File: src/rtl/bitlock_pkg.sv
package bitlock_pkg;

  // Sender sequencing: wait for quiet wire, present level, pulse attention,
  // gap and check for receiver hold, then wait for the acknowledge release.
  typedef enum logic [2:0] {
    TX_IDLE,
    TX_WAIT_HI,
    TX_SETUP,
    TX_PULSE,
    TX_GAP,
    TX_ACKWAIT
  } tx_state_e;

  // Receiver sequencing per bit.
  typedef enum logic [1:0] {
    RX_IDLE,
    RX_WAIT_LOW,
    RX_WAIT_FLIP,
    RX_WAIT_HI
  } rx_state_e;

  // Shortest settle count that covers the synchroniser plus one decision flop.
  localparam int MIN_SETTLE = 3;

endpackage

File: src/rtl/bitlock_sync.sv
module bitlock_sync #(
  parameter int              WIDTH     = 2,
  parameter int              STAGES    = 2,
  parameter logic [WIDTH-1:0] RESET_VAL = '1
) (
  input  logic             clk,
  input  logic             rst_n,
  input  logic [WIDTH-1:0] d_i,
  output logic [WIDTH-1:0] q_o
);

  localparam int DEPTH = (STAGES < 2) ? 2 : STAGES;

  logic [DEPTH-1:0][WIDTH-1:0] stage_q;
  logic [DEPTH-1:0][WIDTH-1:0] stage_d;

  always_comb begin
    stage_d = {stage_q[DEPTH-2:0], d_i};
  end

  always_ff @(posedge clk or negedge rst_n) begin
    if (!rst_n) begin
      stage_q <= {DEPTH{RESET_VAL}};
    end else begin
      stage_q <= stage_d;
    end
  end

  assign q_o = stage_q[DEPTH-1];

endmodule

File: src/rtl/bitlock_wdog.sv
module bitlock_wdog #(
  parameter int LIMIT = 100000
) (
  input  logic clk,
  input  logic rst_n,
  input  logic active_i,
  output logic expire_o
);

  localparam int                LIM   = (LIMIT < 2) ? 2 : LIMIT;
  localparam int                CNT_W = $clog2(LIM + 1);
  localparam logic [CNT_W-1:0]  LAST  = CNT_W'(LIM - 1);

  logic [CNT_W-1:0] cnt_q;
  logic [CNT_W-1:0] cnt_d;
  logic             expire;

  assign expire = active_i && (cnt_q == LAST);

  always_comb begin
    if (active_i && !expire) begin
      cnt_d = cnt_q + CNT_W'(1);
    end else begin
      cnt_d = '0;
    end
  end

  always_ff @(posedge clk or negedge rst_n) begin
    if (!rst_n) begin
      cnt_q <= '0;
    end else begin
      cnt_q <= cnt_d;
    end
  end

  assign expire_o = expire;

endmodule

File: src/rtl/bitlock_tx.sv
module bitlock_tx
  import bitlock_pkg::*;
#(
  parameter int BYTE_W        = 8,
  parameter int SETTLE_CYCLES = 4
) (
  input  logic              clk,
  input  logic              rst_n,
  input  logic              start_i,
  input  logic              flag_i,
  input  logic [BYTE_W-1:0] byte_i,
  input  logic              attn_s_i,
  input  logic              abort_i,
  output logic              attn_pull_o,
  output logic              data_pull_o,
  output logic              active_o,
  output logic              done_o
);

  localparam int               FRAME_BITS = BYTE_W + 1;
  localparam int               SETTLE_EFF = (SETTLE_CYCLES < MIN_SETTLE) ? MIN_SETTLE : SETTLE_CYCLES;
  localparam int               SET_W      = $clog2(SETTLE_EFF + 1);
  localparam int               CNT_W      = $clog2(FRAME_BITS + 1);
  localparam logic [SET_W-1:0] SET_LAST   = SET_W'(SETTLE_EFF - 1);
  localparam logic [CNT_W-1:0] BIT_LAST   = CNT_W'(FRAME_BITS - 1);

  tx_state_e             state_q, state_d;
  logic [FRAME_BITS-1:0] shift_q, shift_d;
  logic [CNT_W-1:0]      bits_q, bits_d;
  logic [SET_W-1:0]      settle_q, settle_d;
  logic                  attn_q, attn_d;
  logic                  data_q, data_d;
  logic                  done_q, done_d;

  always_comb begin
    state_d  = state_q;
    shift_d  = shift_q;
    bits_d   = bits_q;
    settle_d = settle_q;
    attn_d   = attn_q;
    data_d   = data_q;
    done_d   = 1'b0;

    case (state_q)
      TX_IDLE: begin
        if (start_i) begin
          shift_d = {flag_i, byte_i};
          bits_d  = '0;
          state_d = TX_WAIT_HI;
        end
      end
      TX_WAIT_HI: begin
        // Present the level one cycle ahead of the attention pulse.
        if (attn_s_i) begin
          data_d  = ~shift_q[FRAME_BITS-1];
          state_d = TX_SETUP;
        end
      end
      TX_SETUP: begin
        attn_d   = 1'b1;
        settle_d = '0;
        state_d  = TX_PULSE;
      end
      TX_PULSE: begin
        if (settle_q == SET_LAST) begin
          attn_d   = 1'b0;
          settle_d = '0;
          state_d  = TX_GAP;
        end else begin
          settle_d = settle_q + SET_W'(1);
        end
      end
      TX_GAP: begin
        if (settle_q == SET_LAST) begin
          settle_d = '0;
          if (!attn_s_i) begin
            // Receiver holds the wire: flip data as the taken marker.
            data_d  = ~data_q;
            state_d = TX_ACKWAIT;
          end else begin
            attn_d  = 1'b1;
            state_d = TX_PULSE;
          end
        end else begin
          settle_d = settle_q + SET_W'(1);
        end
      end
      TX_ACKWAIT: begin
        if (attn_s_i) begin
          data_d  = 1'b0;
          shift_d = {shift_q[FRAME_BITS-2:0], 1'b0};
          bits_d  = bits_q + CNT_W'(1);
          if (bits_q == BIT_LAST) begin
            state_d = TX_IDLE;
            done_d  = 1'b1;
          end else begin
            state_d = TX_WAIT_HI;
          end
        end
      end
      default: begin
        state_d = TX_IDLE;
        attn_d  = 1'b0;
        data_d  = 1'b0;
      end
    endcase

    if (abort_i) begin
      state_d = TX_IDLE;
      attn_d  = 1'b0;
      data_d  = 1'b0;
      done_d  = 1'b0;
    end
  end

  always_ff @(posedge clk or negedge rst_n) begin
    if (!rst_n) begin
      state_q  <= TX_IDLE;
      shift_q  <= '0;
      bits_q   <= '0;
      settle_q <= '0;
      attn_q   <= 1'b0;
      data_q   <= 1'b0;
      done_q   <= 1'b0;
    end else begin
      state_q  <= state_d;
      shift_q  <= shift_d;
      bits_q   <= bits_d;
      settle_q <= settle_d;
      attn_q   <= attn_d;
      data_q   <= data_d;
      done_q   <= done_d;
    end
  end

  assign attn_pull_o = attn_q;
  assign data_pull_o = data_q;
  assign active_o    = (state_q != TX_IDLE);
  assign done_o      = done_q;

endmodule

File: src/rtl/bitlock_rx.sv
module bitlock_rx
  import bitlock_pkg::*;
#(
  parameter int BYTE_W = 8
) (
  input  logic              clk,
  input  logic              rst_n,
  input  logic              enable_i,
  input  logic              attn_s_i,
  input  logic              data_s_i,
  input  logic              abort_i,
  output logic              attn_pull_o,
  output logic              valid_o,
  output logic              flag_o,
  output logic [BYTE_W-1:0] byte_o,
  output logic              active_o
);

  localparam int               FRAME_BITS = BYTE_W + 1;
  localparam int               CNT_W      = $clog2(FRAME_BITS + 1);
  localparam logic [CNT_W-1:0] BIT_ALL    = CNT_W'(FRAME_BITS);

  rx_state_e             state_q, state_d;
  logic [FRAME_BITS-1:0] shift_q, shift_d;
  logic [CNT_W-1:0]      bits_q, bits_d;
  logic                  sampled_q, sampled_d;
  logic                  attn_q, attn_d;
  logic                  valid_q, valid_d;
  logic                  armed_q, armed_d;

  always_comb begin
    state_d   = state_q;
    shift_d   = shift_q;
    bits_d    = bits_q;
    sampled_d = sampled_q;
    attn_d    = attn_q;
    valid_d   = 1'b0;
    armed_d   = attn_s_i ? 1'b1 : armed_q;

    case (state_q)
      RX_IDLE: begin
        bits_d = '0;
        if (enable_i && armed_q && !attn_s_i) begin
          attn_d    = 1'b1;
          sampled_d = data_s_i;
          shift_d   = {shift_q[FRAME_BITS-2:0], data_s_i};
          state_d   = RX_WAIT_FLIP;
        end
      end
      RX_WAIT_LOW: begin
        if (!attn_s_i) begin
          attn_d    = 1'b1;
          sampled_d = data_s_i;
          shift_d   = {shift_q[FRAME_BITS-2:0], data_s_i};
          state_d   = RX_WAIT_FLIP;
        end
      end
      RX_WAIT_FLIP: begin
        if (data_s_i != sampled_q) begin
          attn_d  = 1'b0;
          bits_d  = bits_q + CNT_W'(1);
          state_d = RX_WAIT_HI;
        end
      end
      RX_WAIT_HI: begin
        // Let the own released low drain out of the synchroniser first.
        if (attn_s_i) begin
          if (bits_q == BIT_ALL) begin
            valid_d = 1'b1;
            state_d = RX_IDLE;
          end else begin
            state_d = RX_WAIT_LOW;
          end
        end
      end
      default: begin
        state_d = RX_IDLE;
        attn_d  = 1'b0;
      end
    endcase

    if (abort_i) begin
      state_d = RX_IDLE;
      attn_d  = 1'b0;
      valid_d = 1'b0;
      armed_d = 1'b0;
    end
  end

  always_ff @(posedge clk or negedge rst_n) begin
    if (!rst_n) begin
      state_q   <= RX_IDLE;
      shift_q   <= '0;
      bits_q    <= '0;
      sampled_q <= 1'b0;
      attn_q    <= 1'b0;
      valid_q   <= 1'b0;
      armed_q   <= 1'b0;
    end else begin
      state_q   <= state_d;
      shift_q   <= shift_d;
      bits_q    <= bits_d;
      sampled_q <= sampled_d;
      attn_q    <= attn_d;
      valid_q   <= valid_d;
      armed_q   <= armed_d;
    end
  end

  assign attn_pull_o = attn_q;
  assign valid_o     = valid_q;
  assign flag_o      = shift_q[FRAME_BITS-1];
  assign byte_o      = shift_q[BYTE_W-1:0];
  assign active_o    = (state_q != RX_IDLE);

endmodule

File: src/rtl/bitlock_xcvr.sv
module bitlock_xcvr #(
  parameter int BYTE_W         = 8,
  parameter int SYNC_STAGES    = 2,
  parameter int SETTLE_CYCLES  = 4,
  parameter int TIMEOUT_CYCLES = 100000
) (
  input  logic              clk,
  input  logic              rst_n,
  input  logic              attn_line_i,
  input  logic              data_line_i,
  output logic              attn_pull_o,
  output logic              data_pull_o,
  input  logic              send_req_i,
  input  logic              send_cmd_i,
  input  logic [BYTE_W-1:0] send_byte_i,
  output logic              busy_o,
  output logic              send_done_o,
  output logic              recv_valid_o,
  output logic              recv_cmd_o,
  output logic [BYTE_W-1:0] recv_byte_o,
  output logic              abort_o
);

  // Reset: asserted at once, released on a clock edge.
  logic [1:0] rst_pipe_q;
  logic       rst_core_n;

  always_ff @(posedge clk or negedge rst_n) begin
    if (!rst_n) begin
      rst_pipe_q <= 2'b00;
    end else begin
      rst_pipe_q <= {rst_pipe_q[0], 1'b1};
    end
  end

  assign rst_core_n = rst_pipe_q[1];

  logic attn_s, data_s;

  bitlock_sync #(
    .WIDTH     (2),
    .STAGES    (SYNC_STAGES),
    .RESET_VAL (2'b11)
  ) u_sync (
    .clk   (clk),
    .rst_n (rst_core_n),
    .d_i   ({attn_line_i, data_line_i}),
    .q_o   ({attn_s, data_s})
  );

  logic tx_active, rx_active, tx_attn, rx_attn, tx_data, expire, tx_start;

  // A send is taken only with both engines idle and the wire quiet;
  // a falling attention the same cycle belongs to the receiver.
  assign tx_start = send_req_i && !tx_active && !rx_active && attn_s;

  bitlock_tx #(
    .BYTE_W        (BYTE_W),
    .SETTLE_CYCLES (SETTLE_CYCLES)
  ) u_tx (
    .clk         (clk),
    .rst_n       (rst_core_n),
    .start_i     (tx_start),
    .flag_i      (send_cmd_i),
    .byte_i      (send_byte_i),
    .attn_s_i    (attn_s),
    .abort_i     (expire),
    .attn_pull_o (tx_attn),
    .data_pull_o (tx_data),
    .active_o    (tx_active),
    .done_o      (send_done_o)
  );

  bitlock_rx #(
    .BYTE_W (BYTE_W)
  ) u_rx (
    .clk         (clk),
    .rst_n       (rst_core_n),
    .enable_i    (!tx_active),
    .attn_s_i    (attn_s),
    .data_s_i    (data_s),
    .abort_i     (expire),
    .attn_pull_o (rx_attn),
    .valid_o     (recv_valid_o),
    .flag_o      (recv_cmd_o),
    .byte_o      (recv_byte_o),
    .active_o    (rx_active)
  );

  bitlock_wdog #(
    .LIMIT (TIMEOUT_CYCLES)
  ) u_wdog (
    .clk      (clk),
    .rst_n    (rst_core_n),
    .active_i (tx_active || rx_active),
    .expire_o (expire)
  );

  assign attn_pull_o = tx_attn || rx_attn;
  assign data_pull_o = tx_data;
  assign busy_o      = tx_active || rx_active;
  assign abort_o     = expire;

endmodule

File: config.mk
export PLATFORM = sky130hd
export DESIGN_NAME = bitlock_xcvr
export DESIGN_NICKNAME = d
export VERILOG_FILES = /design/src/rtl/bitlock_pkg.sv /design/src/rtl/bitlock_sync.sv /design/src/rtl/bitlock_wdog.sv /design/src/rtl/bitlock_tx.sv /design/src/rtl/bitlock_rx.sv /design/src/rtl/bitlock_xcvr.sv
export SDC_FILE = /design/constraint.sdc
export NUM_CORES = 1
export LEC_CHECK = 0
export CORE_MARGIN = 1
export CORE_UTILIZATION = 52
export DETAILED_ROUTE_END_ITERATION = 8
export GPL_TIMING_DRIVEN = 0
export HOLD_SLACK_MARGIN = 0.02
export PLACE_DENSITY = 0.72
export SKIP_CTS_REPAIR_TIMING = 1
export SYNTH_ARGS = -nofsm -noshare
export SYNTH_HDL_FRONTEND = slang
export SYNTH_SLANG_ARGS = --single-unit
File: constraint.sdc
create_clock -name clk -period 2.85 [get_ports clk]
set_clock_uncertainty 0.2 [all_clocks]
set_input_delay 0.57 -clock clk [delete_from_list [all_inputs] [get_ports clk]]
set_output_delay 0.57 -clock clk [all_outputs]
set_load 0.01 [all_outputs]
[After elaboration in Yosys (flattened, before gate mapping)]
Cells that the tools add are included.
Storage, ports and cells
  logic and storage cells: 147
  register bits: 64
Cells by class
  equality and inequality tests: 31
  bitwise operators: 2
  muxes and demuxes: 58
  add/subtract/negate cells: 4
  reductions and logical operators: 34
Operators with widths (number)
  $mux W9: 4
  $pmux W9 S2: 2
  $mux W1: 26
  $mux W3: 8
  $ne A3 B2 Y1 const B: 7
  $pmux W3 S6: 1
  $add A17 B1 Y17 const B: 1
  $eq A17 B17 Y1 const B: 1
  $mux W17: 1
  $pmux W4 S2: 2
  $mux W4: 3
  $ne A3 B1 Y1 const B: 4
  $reduce_and A4 Y1: 3
  $reduce_bool A2 Y1: 6
  $mux W2: 5
  $reduce_and A5 Y1: 2
  $eq A3 B2 Y1 const B: 3
  $add A4 B1 Y4 const B: 2
  $eq A4 B4 Y1 const B: 2
  $ne A2 B1 Y1 const B: 4
  $pmux W1 S4: 2
  $pmux W2 S4: 1
  $logic_and A1 B1 Y1: 7
  $eq A3 B3 Y1 const B: 2
  20 further kinds: 30

[Logic depth before layout (Yosys ltp)]
  depth in word-level cells: 8
  gate-level depth with buffers: 8
  gate-level depth less buffers: 7

[By module]
From an unflattened synthesis, not the netlist that was laid out.
Second synthesis, totals
  cell total of the unflattened synthesis: 320
  area, all modules: 3229.3 um^2
By module, submodules not included
  bitlock_tx: cells each 141, area each 1217.4 um^2, times used 1
  bitlock_rx: cells each 81, area each 954.7 um^2, times used 1
  bitlock_wdog: cells each 87, area each 869.6 um^2, times used 1
  bitlock_sync: cells each 4, area each 105.1 um^2, times used 1
  bitlock_xcvr: cells each 7, area each 82.6 um^2, times used 1

[Worst setup path after synthesis]
OpenSTA, ideal clock, no wires.
  path type: register to output
  start point: register u_wdog.cnt_q[0]
  end point: output port abort_o
  setup slack: 650 ps
  path buffers: 2
  cell stages (with the launch flop): 7
  arrival: 1430 ps
  cell sequence: dfrtp_1 -> ha_1 -> and4_1 -> buf_2 -> nand4_1 -> a21oi_2 -> buf_2
On the way
  word-level cells in the longest chain between the ends: 2
RTL lines
  start: declaration: line bitlock_wdog.sv:14  | logic [CNT_W-1:0] cnt_q;
  start signal: assignment: line bitlock_wdog.sv:32  | cnt_q <= cnt_d;
  $eq A17 B17 Y1: line bitlock_wdog.sv:18  | assign expire = active_i && (cnt_q == LAST);
  $logic_and A1 B1 Y1: line bitlock_wdog.sv:18
  end: declaration: line bitlock_xcvr.sv:21  | output logic abort_o
Every way passes these cells.

[Worst setup path in the final report]
  start point: register u_wdog.cnt_q[1]
  end point: output port abort_o
The elaborated chain is that of the path after synthesis.

==> Flow_metrics.wiki <==
{| class="wikitable"
! Metric !! Value
|-
| Number of buffer cells added on primary ports || 28
|-
| Final wirelength || 6.01 mm
|-
| Overall overflow remaining after global route || 0
|-
| Dpl ws || -0.198 ns
|-
| Worst Setup Slack, final || 0.110 ns
|-
| Die span in x || 79.5 um
|-
| Max-slew headroom at the worst pin || 60.3%
|-
| Category of the worst setup path capture point || output pin
|-
| Critical path required time || 2.08 ns
|-
| Total cell area at the placement stage || 3510 um2
|-
| Maximum number of pins on one net before global-route repair || 37
|-
| Initial cell density of the core || 55.3%
|-
| H-tree levels || 3
|-
| Final Max Slew Viols || 0
|-
| Post-synth top flop || dfrtp_1
|-
| Number of search-and-repair iterations in the first detailed-routing pass || 4
|-
| Endpoints failing hold || 0
|-
| Proportion of netlist area held by the largest area contributor || 47.3%
|-
| Total standard cell area after synthesis || 3120 um2
|-
| Worst hold slack || 0.0749 ns
|-
| Fill cell total of the finished layout || 440
|-
| Number of top-level pins || 29
|-
| Met3 capacity usage during global routing || 4.11%
|-
| Synthesized instance count || 306
|-
| Minimum clock period || 2.74 ns
|-
| Most prevalent standard cell on the critical path || buf_6
|-
| Share of cells above drive strength 1 || 15.0%
|-
| Slowest cell delay on critical path || 0.37 ns
|-
| Die Outline Area || 6310 um2
|-
| Vias in the first global route || 2,224
|-
| Flop and latch count out of synthesis || 63
|-
| Floorplan core area || 5640 um2
|-
| Total negative slack for setup checks || 0 ns
|-
| GR met1 Demand/Resource || 29.6%
|-
| Residual antenna-violating net count after detailed routing || 0
|-
| Leak pwr || 1.77 nW
|-
| Max capacitance violation total || 0
|-
| Via count normalized by instance count || 5.41
|-
| CP arrival || 1.97 ns
|-
| Async S/R FF share, synth || 100%
|-
| Violation count after the first detailed-route iteration || 147
|-
| Crit-path max FO || 6
|-
| Cell accounting for the most synthesized area || dfrtp_1
|-
| Slowest cell on crit path || dfrtp_1
|-
| Cell variety after synth || 49
|-
| Maximum vdd drop || 0.000458 V
|-
| Number of warning messages in the yosys log || 0
|-
| DRC || 0
|-
| Cell types occupying the most area after synthesis || dfrtp_1 (47%), nor2_1 (4.9%), ha_1 (4.4%)
|-
| Path type of the worst min-delay path || reg -> async
|-
| Average wire per standard cell || 13.9 um
|-
| Routability congestion estimate from global placement || 0.784
|-
| HPWL after DPL || 4.08 mm
|-
| Number of nets in the layout || 379
|-
| Total instance count after detailed placement || 407
|-
| Status || completed
|-
| Endpoints failing setup || 0
|-
| Mean instance size in the synthesized netlist || 10.2 um2
|-
| First-pass GRT wire length || 10.4 mm
|-
| Row Count || 27
|-
| Clock transition at the registers of the reported paths || 0.07 ns
|-
| Critical Setup Path Class || reg -> out
|-
| Leading cell type by number of instances after synthesis || dfrtp_1
|-
| Clock buffer count from CTS || 9
|-
| Top Usage Layer GRT || met2
|-
| CP Launch Type || register
|-
| Clock insertion delay at the later pin of the skew report || 0.34 ns
|-
| P per Cell Area || 944 nW/um2
|-
| Post-synthesis sequential area ratio || 50.7%
|-
| Vertical extent of the die || 79.5 um
|-
| Maximum frequency from static timing analysis || 365 MHz
|-
| Antenna Cells || 0
|-
| Root Buffer || clkbuf_8
|-
| TritonCTS clock tree || built
|-
| Leading post-synthesis cells by instance count || dfrtp_1 (59), nor2_1 (41), a21oi_1 (19), nand2_1 (19)
|-
| Number of buffers on the longest clock path || 2
|-
| Slew at the pin closest to its max-slew limit || 0.595 ns
|-
| Post-synth net total || 331
|-
| Post-Layout Inst Area || 3800 um2
|-
| Syn-to-layout area delta || 22.0%
|-
| Period utilisation layout || 96.1%
|-
| Number of enable-type register cells in the synthesized netlist || 0
|-
| Final Instance Count excl. Fillers || 431
|-
| Number of clock sinks seen by CTS || 63
|-
| Vias after detailed routing || 2,333
|-
| Initial antenna violation count || 0
|-
| Met2 usage in global routing || 32.8%
|-
| Sequence of cells on the critical path || ha_2, and4_1, buf_6, nand4_1, a21oi_2, buf_6, buf_2
|-
| Global-route usage over all layers || 21.5%
|}
flip-flops by register name, summed over array words and instances, names as in the netlist, 2 cells and up:
| name | flops |
|---|---|
| rst_pipe_q | 2 |
| u_sync.q_o | 2 |
| u_tx.bits_q | 4 |
| u_tx.settle_q | 3 |
| u_sync.stage_d | 2 |
| u_rx.shift_q | 9 |
| u_rx.bits_q | 4 |
| u_tx.shift_q | 9 |
| u_tx.state_q | 3 |
| u_rx.state_q | 2 |
| u_wdog.cnt_q | 17 |
final timing paths:
path / slack, ns / depth (start not counted) / end / startpoint
max: 0.11 / 7 / abort_o / u_wdog.cnt_q[1]
max reg2reg: 0.63 / 8 / u_tx.bits_q[1] / u_rx.state_q[0]
min in group clk: 0.15 / 0 / u_sync.q_o[0] / u_sync.stage_d[2]
min: 0.07 / 0 / u_wdog.cnt_q[9] / rst_pipe_q[1]
max in group asynchronous: 1.71 / 1 / u_sync.q_o[1] / rst_pipe_q[1]
min reg2reg: 0.07 / 0 / u_wdog.cnt_q[9] / rst_pipe_q[1]
area by class of cell:
type | count | area (um2) | share of cell area [%]
Sequential cell | 63 | 1580 | 41.6
Clock inverter | 3 | 65.1 | 1.71
Multi-Input combinational cell | 216 | 1420 | 37.3
Timing Repair Buffer | 37 | 355 | 9.34
Tap cell | 72 | 90.1 | 2.37
Clock buffer | 13 | 159 | 4.18
Buffer | 14 | 86.3 | 2.27
Inverter | 13 | 48.8 | 1.28
through the flow:
step / power [mW] / util, %
3_3_place_gp: 2.64 / 61.9
2_1_floorplan: 2.32 / -
4_1_cts: 3.60 / 66.2
3_5_place_dp: 2.70 / 62.2
5_1_grt: 3.88 / 67.4
6_report: 3.59 / 67.4
logic make-up after synthesis:
| logic type | count (synthesis) | synth area share (%) |
|---|---|---|
| buffers and inverters | 27 | 3.93 |
| AND/OR/NAND/NOR | 113 | 18.3 |
| multiplexers | 19 | 6.46 |
| flip-flops | 63 | 50.7 |
| adder cells (fa/ha/maj) | 11 | 4.41 |
| XOR/XNOR | 20 | 5.62 |
| other | 1 | 0.120 |
| AO/OA/AOI/OAI | 52 | 10.5 |
power by group:
| group | total (mW) | internal, mW | leakage (nW) | switching (mW) |
|---|---|---|---|---|
| Clock | 0.881 | 0.540 | 0.114 | 0.341 |
| Sequential | 1.41 | 1.18 | 0.785 | 0.238 |
| Combinational | 1.30 | 0.646 | 0.875 | 0.651 |
layer usage:
layer | part of all wire [%] | up-vias
met5 | 0 | -
met3 | 2.2 | 12
li1 | - | 1154
met4 | 2.0 | 0
met2 | 47 | 35
met1 | 49 | 1132
worst max-delay path, delay by kind of cell, from the launching register on:
family	cells	cell delay, ns
flip-flops	1	0.37
AO/OA/AOI/OAI	1	0.26
buffers and inverters	3	0.39
adder cells (fa/ha/maj)	1	0.20
AND/OR/NAND/NOR	2	0.40
placed cells by master (no fill, tap or decap), types with 3 or more instances in the layout:
master / n
dfrtp_1: 58
o22ai_1: 3
a21oi_1: 19
and3_1: 6
xor2_1: 13
a31oi_1: 4
ha_1: 10
buf_6: 3
inv_1: 13
nor3_1: 7
clkdlybuf4s50_1: 27
nor2_1: 41
o21ai_0: 10
mux2i_1: 10
nand3_1: 11
buf_2: 7
xnor2_1: 7
clkbuf_1: 5
nand4_1: 6
dfstp_2: 4
nand2_1: 19
mux2_2: 9
nor2b_1: 6
a22oi_1: 3
buf_4: 9
clkbuf_8: 11
Note: power is estimated with default switching activity, not from simulation.
